[config.mk]
export PLATFORM = sky130hd
export DESIGN_NAME = irq_presenter
export DESIGN_NICKNAME = d
export VERILOG_FILES = /design/src/rtl/irq_pres_pkg.sv /design/src/rtl/irq_pres_arb.sv /design/src/rtl/irq_pres_regs.sv /design/src/rtl/irq_presenter.sv
export SDC_FILE = /design/constraint.sdc
export NUM_CORES = 1
export LEC_CHECK = 0
export BUFFER_PORTS_ARGS = -buffer_cell sky130_fd_sc_hd__buf_2
export CORE_AREA = 2 2 76 78
export DETAILED_ROUTE_END_ITERATION = 8
export DIE_AREA = 0 0 78 80
export PLACE_DENSITY = 0.84
export SYNTH_ARGS = -nofsm -noshare
export SYNTH_HDL_FRONTEND = slang
export SYNTH_SLANG_ARGS = --single-unit
[constraint.sdc]
create_clock -name clk -period 3.5 [get_ports clk]
set_clock_uncertainty 0.1 [all_clocks]
set_input_delay 0 -clock clk [delete_from_list [all_inputs] [get_ports clk]]
set_output_delay 0 -clock clk [all_outputs]
set_load 0.005 [all_outputs]
[src/rtl/irq_pres_pkg.sv]
package irq_pres_pkg;

   typedef enum logic [1:0] {
      OFS_POLL   = 2'd0,
      OFS_ACCEPT = 2'd1,
      OFS_RSVD   = 2'd2,
      OFS_IPI    = 2'd3
   } reg_ofs_e;

   localparam int unsigned SRC_NONE = 0;
   localparam int unsigned SRC_IPI  = 2;

endpackage

[src/rtl/irq_pres_arb.sv]
module irq_pres_arb #(
   parameter int unsigned SRC_W      = 24,
   parameter int unsigned PRIO_W     = 8,
   parameter bit          IPI_ON_TIE = 1'b1
) (
   input  logic [PRIO_W-1:0] cppr,
   input  logic [PRIO_W-1:0] ipi_prio,
   input  logic              ext_valid,
   input  logic [SRC_W-1:0]  ext_src,
   input  logic [PRIO_W-1:0] ext_prio,
   output logic              sel_valid,
   output logic [SRC_W-1:0]  sel_src,
   output logic [PRIO_W-1:0] sel_prio
);
   import irq_pres_pkg::*;

   logic ipi_ok;
   logic ext_ok;
   logic ipi_first;
   logic pick_ipi;

   assign ipi_ok = (ipi_prio < cppr);
   assign ext_ok = ext_valid && (ext_src != SRC_W'(SRC_NONE)) && (ext_prio < cppr);

   generate
      if (IPI_ON_TIE) begin : g_tie_ipi
         assign ipi_first = (ipi_prio <= ext_prio);
      end else begin : g_tie_ext
         assign ipi_first = (ipi_prio < ext_prio);
      end
   endgenerate

   assign pick_ipi = ipi_ok && (!ext_ok || ipi_first);

   always_comb begin
      if (pick_ipi) begin
         sel_valid = 1'b1;
         sel_src   = SRC_W'(SRC_IPI);
         sel_prio  = ipi_prio;
      end else if (ext_ok) begin
         sel_valid = 1'b1;
         sel_src   = ext_src;
         sel_prio  = ext_prio;
      end else begin
         sel_valid = 1'b0;
         sel_src   = SRC_W'(SRC_NONE);
         sel_prio  = '1;
      end
   end

endmodule

[src/rtl/irq_pres_regs.sv]
module irq_pres_regs #(
   parameter int unsigned DATA_W = 32,
   parameter int unsigned PRIO_W = 8,
   parameter int unsigned ADDR_W = 4
) (
   input  logic                       clk,
   input  logic                       rst_n,
   input  logic                       req_valid,
   input  logic                       req_write,
   input  logic [ADDR_W-1:0]          req_addr,
   input  logic [DATA_W/8-1:0]        req_be,
   input  logic [DATA_W-1:0]          req_wdata,
   input  logic                       sel_valid,
   input  logic [DATA_W-PRIO_W-1:0]   sel_src,
   input  logic [PRIO_W-1:0]          sel_prio,
   output logic [PRIO_W-1:0]          cppr,
   output logic [PRIO_W-1:0]          ipi_prio,
   output logic [DATA_W-1:0]          rd_data,
   output logic                       eoi_valid,
   output logic [DATA_W-PRIO_W-1:0]   eoi_src
);
   import irq_pres_pkg::*;

   localparam int unsigned SRC_W    = DATA_W - PRIO_W;
   localparam int unsigned BE_W     = DATA_W / 8;
   localparam int unsigned PRIO_LNS = PRIO_W / 8;
   localparam logic [BE_W-1:0] BE_TOP = {{PRIO_LNS{1'b1}}, {(BE_W-PRIO_LNS){1'b0}}};

   reg_ofs_e          ofs;
   logic              rd_acc;
   logic              wr_acc_full;
   logic              wr_acc_top;
   logic              wr_ipi;
   logic [PRIO_W-1:0] wtop;

   assign ofs         = reg_ofs_e'(req_addr[3:2]);
   assign wtop        = req_wdata[DATA_W-1 -: PRIO_W];
   assign rd_acc      = req_valid && !req_write && (ofs == OFS_ACCEPT);
   assign wr_acc_full = req_valid && req_write && (ofs == OFS_ACCEPT) && (&req_be);
   assign wr_acc_top  = req_valid && req_write && (ofs == OFS_ACCEPT) && (req_be == BE_TOP);
   assign wr_ipi      = req_valid && req_write && (ofs == OFS_IPI) && (&req_be[BE_W-1 -: PRIO_LNS]);

   always_ff @(posedge clk) begin
      if (!rst_n) begin
         cppr      <= '0;
         ipi_prio  <= '1;
         eoi_valid <= 1'b0;
         eoi_src   <= '0;
      end else begin
         eoi_valid <= wr_acc_full;
         if (wr_acc_full) begin
            eoi_src <= req_wdata[SRC_W-1:0];
         end
         if (wr_acc_full || wr_acc_top) begin
            cppr <= wtop;
         end else if (rd_acc && sel_valid) begin
            cppr <= sel_prio;
         end
         if (wr_ipi) begin
            ipi_prio <= wtop;
         end
      end
   end

   always_comb begin
      unique case (ofs)
         OFS_POLL,
         OFS_ACCEPT: rd_data = {cppr, sel_src};
         OFS_IPI:    rd_data = {ipi_prio, {SRC_W{1'b0}}};
         default:    rd_data = '0;
      endcase
   end

endmodule

[src/rtl/irq_presenter.sv]
module irq_presenter #(
   parameter int unsigned DATA_W     = 32,
   parameter int unsigned PRIO_W     = 8,
   parameter int unsigned ADDR_W     = 4,
   parameter bit          IPI_ON_TIE = 1'b1
) (
   input  logic                     clk,
   input  logic                     rst_n,
   input  logic                     ext_valid,
   input  logic [DATA_W-PRIO_W-1:0] ext_src,
   input  logic [PRIO_W-1:0]        ext_prio,
   input  logic                     req_valid,
   input  logic                     req_write,
   input  logic [ADDR_W-1:0]        req_addr,
   input  logic [DATA_W/8-1:0]      req_be,
   input  logic [DATA_W-1:0]        req_wdata,
   output logic [DATA_W-1:0]        rd_data,
   output logic                     irq_out,
   output logic                     eoi_valid,
   output logic [DATA_W-PRIO_W-1:0] eoi_src
);
   localparam int unsigned SRC_W = DATA_W - PRIO_W;

   generate
      if (DATA_W % 8 != 0) begin : g_bad_data_w
         $error("DATA_W must be a whole number of bytes");
      end
      if (PRIO_W % 8 != 0 || PRIO_W >= DATA_W) begin : g_bad_prio_w
         $error("PRIO_W must be whole bytes and narrower than DATA_W");
      end
      if (SRC_W < 2) begin : g_bad_src_w
         $error("source field too narrow for the reserved numbers");
      end
      if (ADDR_W < 4) begin : g_bad_addr_w
         $error("ADDR_W must cover four word offsets");
      end
   endgenerate

   logic [PRIO_W-1:0] cppr;
   logic [PRIO_W-1:0] ipi_prio;
   logic              sel_valid;
   logic [SRC_W-1:0]  sel_src;
   logic [PRIO_W-1:0] sel_prio;

   irq_pres_arb #(
      .SRC_W      (SRC_W),
      .PRIO_W     (PRIO_W),
      .IPI_ON_TIE (IPI_ON_TIE)
   ) u_arb (
      .cppr      (cppr),
      .ipi_prio  (ipi_prio),
      .ext_valid (ext_valid),
      .ext_src   (ext_src),
      .ext_prio  (ext_prio),
      .sel_valid (sel_valid),
      .sel_src   (sel_src),
      .sel_prio  (sel_prio)
   );

   irq_pres_regs #(
      .DATA_W (DATA_W),
      .PRIO_W (PRIO_W),
      .ADDR_W (ADDR_W)
   ) u_regs (
      .clk       (clk),
      .rst_n     (rst_n),
      .req_valid (req_valid),
      .req_write (req_write),
      .req_addr  (req_addr),
      .req_be    (req_be),
      .req_wdata (req_wdata),
      .sel_valid (sel_valid),
      .sel_src   (sel_src),
      .sel_prio  (sel_prio),
      .cppr      (cppr),
      .ipi_prio  (ipi_prio),
      .rd_data   (rd_data),
      .eoi_valid (eoi_valid),
      .eoi_src   (eoi_src)
   );

   assign irq_out = sel_valid;

endmodule

# Yosys cells after proc, flatten, opt, wreduce, memory -nomap -nowiden
# Cells that the tools add are included.
# Widths: inputs -> output; s select.
dict set report totals {
  reg_bits 41
}
dict set report classes {
  order_cmp 3
  n_eq_ne 3
  mux 9
  reduce_logical 21
}
# operator n
set ops {}
lappend ops {{$pmux 32 s2} 1}
lappend ops {{$mux 24} 2}
lappend ops {{$mux 8} 4}
lappend ops {{$reduce_bool 24->1} 1}
lappend ops {{$lt 8x8->1} 2}
lappend ops {{$logic_and 1x1->1} 12}
lappend ops {{$le 8x8->1} 1}
lappend ops {{$eq 4x4->1 const B} 1}
lappend ops {{$reduce_and 4->1} 1}
lappend ops {{$eq 2x1->1 const B} 1}
lappend ops {{$eq 2x2->1 const B} 1}
lappend ops {{$logic_not 1->1} 2}
lappend ops {{$logic_not 2->1} 1}
lappend ops {{$logic_or 1x1->1} 2}
lappend ops {{$mux 1} 2}
lappend ops {{$reduce_bool 2->1} 1}
lappend ops {{$reduce_or 2->1} 1}

# Depth between registers and ports, before layout
# Gate-level depths: netlist of the first run.
dict set report logic_depth {
  ltp_word 10
  depth_mapped 9
  ltp_nobuf 8
}

# By module
# From an unflattened synthesis of the first run, not the netlist that was laid out.
dict set report unflattened {
  cells_unflattened 382
  area_unflattened_um2 3026.7
}
# module n_inst cells_per_inst area_each_um2
set modules_own_cells {}
lappend modules_own_cells {irq_pres_regs 1 267 2118.3}
lappend modules_own_cells {irq_pres_arb 1 115 908.4}

# Worst setup path before layout of the first run
# Ideal clock, no wire load.
dict set report synth_path {
  path_kind {register to register}
  start {reg u_regs.cppr[2]}
  end {reg u_regs.cppr[7]}
  arrival_time_ns 1.931
  slack_ns 1.381
  stages_incl_launch_ff 9
  n_path_buf 0
  synth_period_minus_slack_ns 2.119
  cell_sequence {dfxtp_1 > inv_1 > ha_1 > a211o_1 > a31oi_1 > o21ai_2 > o311ai_4 > nor2_1 > o31ai_1}
}
dict set report synth_between {
  elab_chain_cells 8
}
# element line
set synth_lines {}
lappend synth_lines {{start, declared} irq_pres_regs.sv:16} ;# output logic [PRIO_W-1:0] cppr,
lappend synth_lines {{start signal, assigned} irq_pres_regs.sv:55} ;# cppr <= wtop;
lappend synth_lines {{start signal, assigned} irq_pres_regs.sv:57} ;# cppr <= sel_prio;
lappend synth_lines {{$lt 8x8->1} irq_pres_arb.sv:23} ;# assign ext_ok = ext_valid && (ext_src != SRC_W'(SRC_NONE)) && (ext_prio < cppr);
lappend synth_lines {{$logic_and 1x1->1} irq_pres_arb.sv:23}
lappend synth_lines {{$logic_not 1->1} irq_pres_arb.sv:33} ;# assign pick_ipi = ipi_ok && (!ext_ok || ipi_first);
lappend synth_lines {{$logic_or 1x1->1} irq_pres_arb.sv:33}
lappend synth_lines {{$logic_and 1x1->1} irq_pres_arb.sv:33}
lappend synth_lines {{$mux 8 / $mux 1 (equally long branches)} irq_pres_arb.sv:36} ;# if (pick_ipi) begin
lappend synth_lines {{$mux 8 / $logic_and 1x1->1 (equally long branches)} irq_pres_regs.sv:56} ;# end else if (rd_acc && sel_valid) begin
lappend synth_lines {{$mux 8 / $reduce_bool 2->1 (equally long branches)} --}
# Parallel ways exist; a longest one is shown, timed or not. The select of a mux whose other input is x is not followed.
# A chain may end at the register's enable or synchronous reset.

# Final worst setup path of the first run
dict set report layout_path {
  start {reg u_regs.cppr[7]}
  end {reg u_regs.cppr[6]}
}
# Same word-level chain as after synthesis.

==> results of run 1 <==
==> per-layer routing <==
layer  vias up  global-route usage (%)
met4         0                    8.42
met3        21                    5.20
li1       1488                       -
met1      1370                    29.6
met5         -                       0
met2       167                    50.2
==> cell usage after synthesis (2+ instances only) <==
master     number
nand3_1        20
nand4_1         3
nor3_1          3
nor2b_1         3
ha_1           22
o211ai_1        5
a21o_1          3
o21ai_0        12
and2_1          4
nor4_1          7
clkbuf_1       12
o2bb2ai_1       7
and2_4         20
buf_6           2
o221ai_1        4
o31a_1          4
and3_1          6
nand2_1        73
inv_1          17
o21ai_1         3
a21oi_1        29
dfxtp_1        41
nand2b_1        2
nor2_1         12
==> layout make-up <==
type                    instances  area share, %
clock buffers                   5           1.82
multi-input cells             257           42.4
inverters                      18           1.79
clock inverters                 2          0.928
well taps                      72           2.39
flip-flops and latches         41           21.7
repair buffers                175           28.9
==> state kept, by name, summed over array words and instances, names as in the netlist <==
register / flops
u_regs.cppr: 8
u_regs.eoi_valid: 1
u_regs.eoi_src: 24
u_regs.ipi_prio: 8
==> cell families (layout without fill, tap and decap cells) <==
logic type                 after synthesis  in the layout  share of synthesized area, %
buffers and inverters                   33            200                          5.47
AOI/OAI and AO/OA                       77             77                          20.3
and+or+nand+nor                        158            158                          31.4
DFF                                     41             41                          32.0
adders and majority gates               22             22                          10.7
==> per-stage QoR <==
stage	cell area (um^2)	power [mW]	hold WS, ns	utilization [%]
finish	3770	1.04	0.188	69.8
global placement	3240	0.643	0.130	60.0
global route	3770	1.09	0.210	69.8
detailed placement	3240	0.648	0.130	60.0
floorplan	2560	0.569	0.0103	-
CTS	3770	1.04	0.188	69.8
==> where the power goes <==
part | switching [mW] | leakage [nW] | internal (mW)
Combinational | 0.0960 | 1.39 | 0.108
Sequential | 0.00409 | 0.331 | 0.470
Clock | 0.159 | 0.0540 | 0.207
==> worst max-delay path: stages (launching register included) <==
cell and delay (ns):
dfxtp_1 0.31, inv_1 0.08, ha_1 0.32, and2_1 0.17, o2111ai_1 0.13, o21ai_2 0.50, o211ai_1 0.30, or2_2 0.39
o221ai_1 0.19, dlygate4sd3_1 0.58
==> repair_timing <==
action,4_1_cts,5_1_grt
hold endpoints to repair,40,0
hold buffers,43,0
resized for setup,0,0
==> final timing paths <==
check / start / end / slack, ns / depth (start not counted)
worst max register to register: u_regs.cppr[7] / u_regs.cppr[6] / 0.38 / 9
worst max-delay path: u_regs.cppr[7] / u_regs.cppr[6] / 0.38 / 9
worst min register to register: u_regs.eoi_src[5] / u_regs.eoi_src[5] / 0.35 / 2
worst min-delay path: ext_src[22] / rd_data[22] / 0.19 / 3
==> impl_metrics.tcl, run 1 <==
set metrics [dict create \
    area_growth_syn_to_layout_pct 47.3 \
    ys_seq_area_share_pct 32.0 \
    finalHoldViolations 0 \
    cts_made_buffers 5 \
    criticalPathCategory "reg2reg" \
    synth_top_cells_by_area "dfxtp_1 (32%), ha_1 (11%), nand2_1 (11%), and2_4 (6.8%), a21oi_1 (5.7%)" \
    max_slew_margin_pct 35.9 \
    rsz0062_at_grt "no" \
    critical_path.startpoint_type "flop" \
    post_synth_top_flop "dfxtp_1" \
    rows 27 \
    syn-instance-count 331 \
    global_route.usage.total_pct 26.5 \
    antenna_found_initial 0 \
    routabilityCongestion 0.882 \
    max-vdd-ir-drop_mv 0.301 \
    clk_latency_ns 0.29 \
    synthDominantCellAreaShare_pct 32.0 \
    slew_violations 0 \
    grt_first_pass_wirelength_um 13300 \
    first_pass_iters 4 \
    final.period_utilization_pct 89.2 \
    critical_path_required_ns 3.63 \
    met2WireLength_um 4110 \
    tightest_slew_ns 0.959 \
    worst_ep_arrival_time_ns 3.25 \
    grt_max_degree 28 \
    length_of_routed_met3_wiring_um 766 \
    stdcell_count 570 \
    max_cap_violations 0 \
    drc_errors 0 \
    floorplan.initialDensity_pct 47.4 \
    globalRouteOverflowTotal 0 \
    placement.io_buffers 132 \
    num_vias 3046 \
    number_of_enable_type_register_cells_in_the_synthesized_netlist 0 \
    final.fill_count 422 \
    grt_pass1_vias 2903 \
    drt_wirelength_um 8270 \
    yosys_register_bits 41 \
    antenna_cells_inserted 0 \
    dpl_worst_slack_ns 0.904 \
    worst_setup_path_end_kind "flop" \
    netlist.top_cell.by_area "dfxtp_1" \
    power.density_cell_area_nw_per_um2 277 \
    finalCriticalPeriod_ns 3.12 \
    cts_tree "yes" \
    cts_post_setup_buffers_inserted 0 \
    wirelength_met1_um 3210 \
    finalSetupTns_ns 0 \
    dpl.hpwl_um 5670 \
    clock_tree.root_cell "clkbuf_8" \
    ant_nets 0 \
    timing.fmax_mhz 320 \
    setup_viol_count_final 0 \
    layout.cells.most_common "buf_2" \
    top_layer_used "met4" \
    layout_common_cells "buf_2 (132), nand2_1 (73), dlygate4sd3_1 (43)" \
    yosysWarnings 0 \
    full_die_area_um2 6240 \
    die_height_um 80 \
    multiInputGateArea_um2 1600 \
    drive_above_1_share_pct 33.1 \
    syn-num-nets 430 \
    register_area_um2 821 \
    synth_async_sr_flop_share_pct 0 \
    worst_hold_path_type "in2out" \
    wl_per_cell_um 14.5 \
    fin_ws_ns 0.379 \
    count_of_pins_on_the_block_boundary 135 \
    cts.sink_count 41 \
    die_w_um 78 \
    fp.coreArea_um2 5410 \
    synthesis.area_per_instance_um2 7.74 \
    h-tree-depth 2 \
    netlist-cell-type-count 41 \
    placedCellCount 520 \
    leakage_power_figure_nw 1.78 \
    vias_cell 5.34 \
    clkSlewWorstSetupHoldPaths_ns 0.07 \
    drtIter0Drc 139 \
    fin_nets 597 \
    worstPathMaxFanout 12 \
    synth_area_um2 2560 \
    status "complete, no violations" \
    cts_buffer_depth 2 \
]
No activity file was read; power rests on OpenSTA's default activity.
==> run 2, diff against run 1 <==
Settings changed: CORE_AREA 2 2 76 78 to 2 2 82 84, DIE_AREA 0 0 78 80 to 0 0 84 86, PLACE_DENSITY 0.84 to 0.73.
==> run 2 against run 1 <==
Critical path depth unchanged. Sequential power is essentially flat. Non-clock buffer count shrank 3. Cell count is 0.53% higher. Clock power up 7.4%. Fmax rose by 0.57%. Register-to-register slack improved by 0.02 ns. Flip-flop and latch count unchanged. Worst hold slack worse by 0.17 ns. Critical endpoint unchanged.
==> impl_metrics.tcl, run 2 (same netlist as run 1, synthesis figures left out) <==
set metrics [dict create \
    status "complete, no violations" \
    finalSetupTns_ns 0 \
    critical_path.endpoint "u_regs.cppr[6]" \
    cts_made_buffers 5 \
    h-tree-depth 2 \
    critical_register_to_register_path_endpoint "u_regs.cppr[6]" \
    die_w_um 84 \
    vias_cell 5.17 \
    critPathBufInv 2 \
    dpl.hpwl_um 5830 \
    placedCellCount 525 \
    cts_tree "yes" \
    rsz0062_at_grt "no" \
    clock_tree.root_cell "clkbuf_8" \
    tightest_slew_ns 0.952 \
    slew_violations 0 \
    critical_path.startpoint "u_regs.cppr[7]" \
    antenna_cells_inserted 0 \
    worst_setup_path_end_kind "flop" \
    critical_path.top_delay_family "compound AO/OA/AOI/OAI gates" \
    setup_viol_count_final 0 \
    finalHoldViolations 0 \
    largest_register_ffs 24 \
    drt_wirelength_um 7880 \
    register_area_um2 821 \
    worstSetupPathDepth 9 \
    placement.io_buffers 132 \
    final.period_utilization_pct 88.7 \
    drtIter0Drc 129 \
    max-vdd-ir-drop_mv 0.298 \
    grt_pass1_vias 2904 \
    max_cap_violations 0 \
    globalRouteOverflowTotal 0 \
    routabilityCongestion 0.870 \
    critical_path.startpoint_type "flop" \
    area_growth_syn_to_layout_pct 46.9 \
    rows 29 \
    leakage_power_figure_nw 1.78 \
    die_height_um 86 \
    top_register "u_regs.eoi_src" \
    drc_errors 0 \
    layout.cells.most_common "buf_2" \
    reg2reg_setup_slack_ns 0.40 \
    floorplan.initialDensity_pct 40.8 \
    stdcell_count 573 \
    crit_chain "inv_1 -> ha_1 -> and2_1 -> o2111ai_1 -> o21ai_2 -> o211ai_1 -> or2_2 -> o221ai_1 -> dlygate4sd3_1" \
    grt_first_pass_wirelength_um 13000 \
    cell_count_of_the_worst_reg_to_reg_path 9 \
    timing.fmax_mhz 322 \
    power.density_cell_area_nw_per_um2 283 \
    grt_max_degree 28 \
    criticalPathCategory "reg2reg" \
    multiInputGateArea_um2 1600 \
    ant_nets 0 \
    cpPeakStageDelay_ns 0.56 \
    worst_ep_arrival_time_ns 3.24 \
    first_pass_iters 4 \
    fp.coreArea_um2 6280 \
    cts_post_setup_buffers_inserted 0 \
    finalCriticalPeriod_ns 3.10 \
    fin_nets 594 \
    worst_hold_path_type "in2reg" \
    num_vias 2962 \
    drive_above_1_share_pct 33.3 \
    cts.sink_count 41 \
    cts_buffer_depth 2 \
    cp_slowest_cell "dlygate4sd3_1" \
    global_route.usage.total_pct 22.0 \
    clk_latency_ns 0.29 \
    max_slew_margin_pct 36.4 \
    rr_startpoint "u_regs.cppr[7]" \
    critical_path_required_ns 3.64 \
    antenna_found_initial 0 \
    final.fill_count 541 \
    wl_per_cell_um 13.7 \
    layout_top_registers "u_regs.eoi_src (24), u_regs.cppr (8), u_regs.ipi_prio (8)" \
    layout_common_cells "buf_2 (132), nand2_1 (73), dfxtp_1 (41)" \
    worstPathMaxFanout 12 \
    clkSlewWorstSetupHoldPaths_ns 0.08 \
    full_die_area_um2 7220 \
    count_of_pins_on_the_block_boundary 135 \
]
-- run 2: area by class of cell --
class	instances	share of cell area, %
Multi-Input combinational cell	257	42.6
Timing Repair Buffer	172	28.2
Sequential cell	41	21.8
Tap cell	77	2.56
Clock buffer	7	2.29
Inverter	18	1.80
Clock inverter	1	0.798
-- run 2: worst min path at each step --
stage / start / to / slack [ns] / depth (start not counted)
after floorplan: ext_src[21] / rd_data[21] / 0.01 / 1
after global placement: req_wdata[30] / u_regs.ipi_prio[6] / 0.13 / 3
after detailed placement: req_wdata[30] / u_regs.cppr[6] / 0.13 / 3
after CTS: ext_prio[3] / u_regs.cppr[3] / 0.002 / 3
after global routing: ext_prio[3] / u_regs.cppr[3] / 0.04 / 3
final: ext_prio[3] / u_regs.cppr[3] / 0.02 / 3
-- run 2: stage by stage --
step           area [um^2]  total power, mW  hold slack (ns)  utilization, %  setup WS, ns
2_1_floorplan         2560            0.569           0.0103               -          1.38
3_3_place_gp          3250            0.644            0.131            51.7         0.899
3_5_place_dp          3250            0.649            0.133            51.7         0.863
4_1_cts               3760             1.07          0.00168            60.0         0.392
5_1_grt               3760             1.11           0.0444            60.0         0.168
6_report              3760             1.06           0.0205            60.0         0.397
-- run 2: worst reg2reg max path: stages, from the launching register on --
cell	delay [ns]
dfxtp_1	0.31
inv_1	0.08
ha_1	0.33
and2_1	0.17
o2111ai_1	0.13
o21ai_2	0.48
o211ai_1	0.30
or2_2	0.40
o221ai_1	0.18
dlygate4sd3_1	0.56
-- run 2: repair_timing --
item / CTS / global route
hold endpoints to repair: 40 / 0
hold buffers: 40 / 0
endpoints found under the setup margin: 0 / 0
resized for setup: 0 / 0
-- run 2: routing by layer --
| metal | track usage, % | wire length, um |
|---|---|---|
| met1 | 25.5 | 3090 |
| met2 | 39.4 | 3880 |
| met3 | 5.29 | 676 |
| met4 | 8.21 | 223 |
| met5 | 0 | 0 |
-- run 2: power breakdown --
part           switching (mW)  internal [mW]  total [mW]
logic                  0.0921          0.105       0.197
registers             0.00395          0.470       0.474
clock network           0.161          0.232       0.393
==> run 3, diff against run 2 <==
Settings changed: CORE_AREA 2 2 82 84 to 4 4 84 86, DIE_AREA 0 0 84 86 to 0 0 88 90, MAX_ROUTING_LAYER from default to met4.
Clock period 3.5 ns to 3.1 ns, I/O delays scaled along.
==> run 3 against run 2 <==
Power is 6.9% higher. Cell count up 0.52%. Via count increased by 1.7%. Flip-flop and latch count unchanged. Clock-buffer cell count decreased by 1. Worst hold slack better by 0.17 ns. Sequential power up 13%. Die area grew 9.6%. Setup slack got worse by 0.22 ns. Routed wire length is 6.3% higher. Cell area grew 0.40%. Critical endpoint is now rd_data[7].
==> impl_metrics.tcl, run 3 (same netlist as run 1, synthesis figures left out) <==
set metrics [dict create \
    rsz0062_at_grt "no" \
    finalSetupTns_ns 0 \
    reg2reg_setup_slack_ns 0.53 \
    clk_latency_ns 0.30 \
    worst_hold_path_type "in2out" \
    placement.io_buffers 132 \
    grt_use_met2_pct 37.9 \
    drive_above_1_share_pct 33.5 \
    finalHoldViolations 0 \
    area_growth_syn_to_layout_pct 47.5 \
    h-tree-depth 2 \
    max_cap_violations 0 \
    layout_common_cells "buf_2 (132), nand2_1 (73), dlygate4sd3_1 (42)" \
    worstPathMaxFanout 23 \
    fin_ws_ns 0.174 \
    antenna_found_initial 0 \
    met3_usage_pct 2.74 \
    vias_cell 5.23 \
    wl_per_cell_um 14.5 \
    net-switching-power_uw 304 \
    dpl_worst_slack_ns 0.466 \
    floorplan.initialDensity_pct 40.8 \
    worst_ep_arrival_time_ns 2.83 \
    cts_buffer_depth 2 \
    drc_errors 0 \
    critical_path.startpoint_type "flop" \
    largest_register_ffs 24 \
    dpl.hpwl_um 6150 \
    grt-busiest-layer "met2" \
    grt_first_pass_wirelength_um 13600 \
    power.share.clock_pct 32.8 \
    full_die_area_um2 7920 \
    first_pass_iters 4 \
    antenna_cells_inserted 0 \
    top_register "u_regs.eoi_src" \
    count_of_pins_on_the_block_boundary 135 \
    drt_wirelength_um 8380 \
    grtUsageMet1_pct 25.9 \
    die_height_um 90 \
    grt_max_degree 26 \
    cts_tree "yes" \
    placedCellCount 526 \
    finish.instance_area_um2 3780 \
    fin_nets 597 \
    leakage_power_figure_nw 1.78 \
    status "complete, no violations" \
    criticalPathCategory "reg2out" \
    swShare_pct 26.7 \
    ant_nets 0 \
    clkSlewWorstSetupHoldPaths_ns 0.08 \
    critical_path_required_ns 3.00 \
    die_w_um 88 \
    crit_chain "ha_1 -> a211o_1 -> a31oi_1 -> o21ai_4 -> o311ai_4 -> nor2_4 -> and2_4 -> buf_2" \
    grt_pass1_vias 2973 \
    slew_violations 0 \
    num_vias 3013 \
    power.density_cell_area_nw_per_um2 301 \
    final.period_utilization_pct 94.4 \
    clock_tree.root_cell "clkbuf_8" \
    cts_made_buffers 5 \
    setup_viol_count_final 0 \
    rows 29 \
    routabilityCongestion 0.838 \
    max-vdd-ir-drop_mv 0.308 \
    power.share.sequential_pct 47.0 \
    p_int_uw 834 \
    dpl-instance-area_um2 3250 \
    final_util_pct 60.2 \
    fp.coreArea_um2 6280 \
    layout.cells.most_common "buf_2" \
    finalCriticalPeriod_ns 2.93 \
    drtIter0Drc 168 \
    stdcell_count 576 \
    globalRouteOverflowTotal 0 \
    cpPeakStageDelay_ns 0.51 \
    tightest_slew_ns 0.916 \
    timing.fmax_mhz 342 \
    cts.sink_count 41 \
    layout_top_registers "u_regs.eoi_src (24), u_regs.cppr (8), u_regs.ipi_prio (8)" \
    max_slew_margin_pct 38.8 \
    global_route.usage.total_pct 21.7 \
    worst_setup_path_end_kind "output pin" \
    cp_slowest_cell "o311ai_4" \
    power.share.combinational_pct 20.2 \
]
[run 3: final timing paths]
check	from	endpoint	depth (start not counted)
worst min-delay path	ext_src[21]	rd_data[21]	3
worst min register to register	u_regs.eoi_src[12]	u_regs.eoi_src[12]	2
worst max-delay path	u_regs.ipi_prio[2]	rd_data[7]	8
worst max register to register	u_regs.ipi_prio[2]	u_regs.cppr[3]	7
[run 3: metrics by stage]
stage | power (mW) | hold WS (ns)
final | 1.14 | 0.189
after global routing | 1.19 | 0.201
after CTS | 1.15 | 0.192
after detailed placement | 0.735 | 0.131
after global placement | 0.729 | 0.131
after floorplan | 0.643 | 0.0103
[run 3: final cells by class]
cell class	count	area, um^2
clock buffers	6	82.6
well taps	77	96.3
inverters	18	67.6
multi-input cells	257	1610
flip-flops and latches	41	821
fillers	551	2500
clock inverters	2	13.8
repair buffers	175	1090
[run 3: repair_timing]
item | 4_1_cts | 5_1_grt
gates resized for setup | 0 | 1
endpoints found under the hold margin | 40 | 0
endpoints found under the setup margin | 0 | 23
hold buffers | 42 | 0
setup buffers | 0 | 0
[run 3: power groups by stage]
stage          clock network [mW]  registers, mW  logic (mW)
5_1_grt                     0.399          0.536       0.256
4_1_cts                     0.382          0.535       0.229
6_report                    0.373          0.535       0.230
3_3_place_gp                    0          0.548       0.182
3_5_place_dp                    0          0.548       0.187
2_1_floorplan                   0          0.546      0.0962
[run 3: per-layer routing]
metal	vias up	routed length [um]
met4	0	148
met1	1377	3380
met2	135	4160
met3	12	695
li1	1489	-
met5	-	0
[run 3: worst max-delay path, delay by kind of cell, from the launching register on]
family,cells,cell delay [ns]
buf+inv,1,0.12
compound gates,4,1.27
flops,1,0.44
simple gates,2,0.42
fa+ha+maj,1,0.28
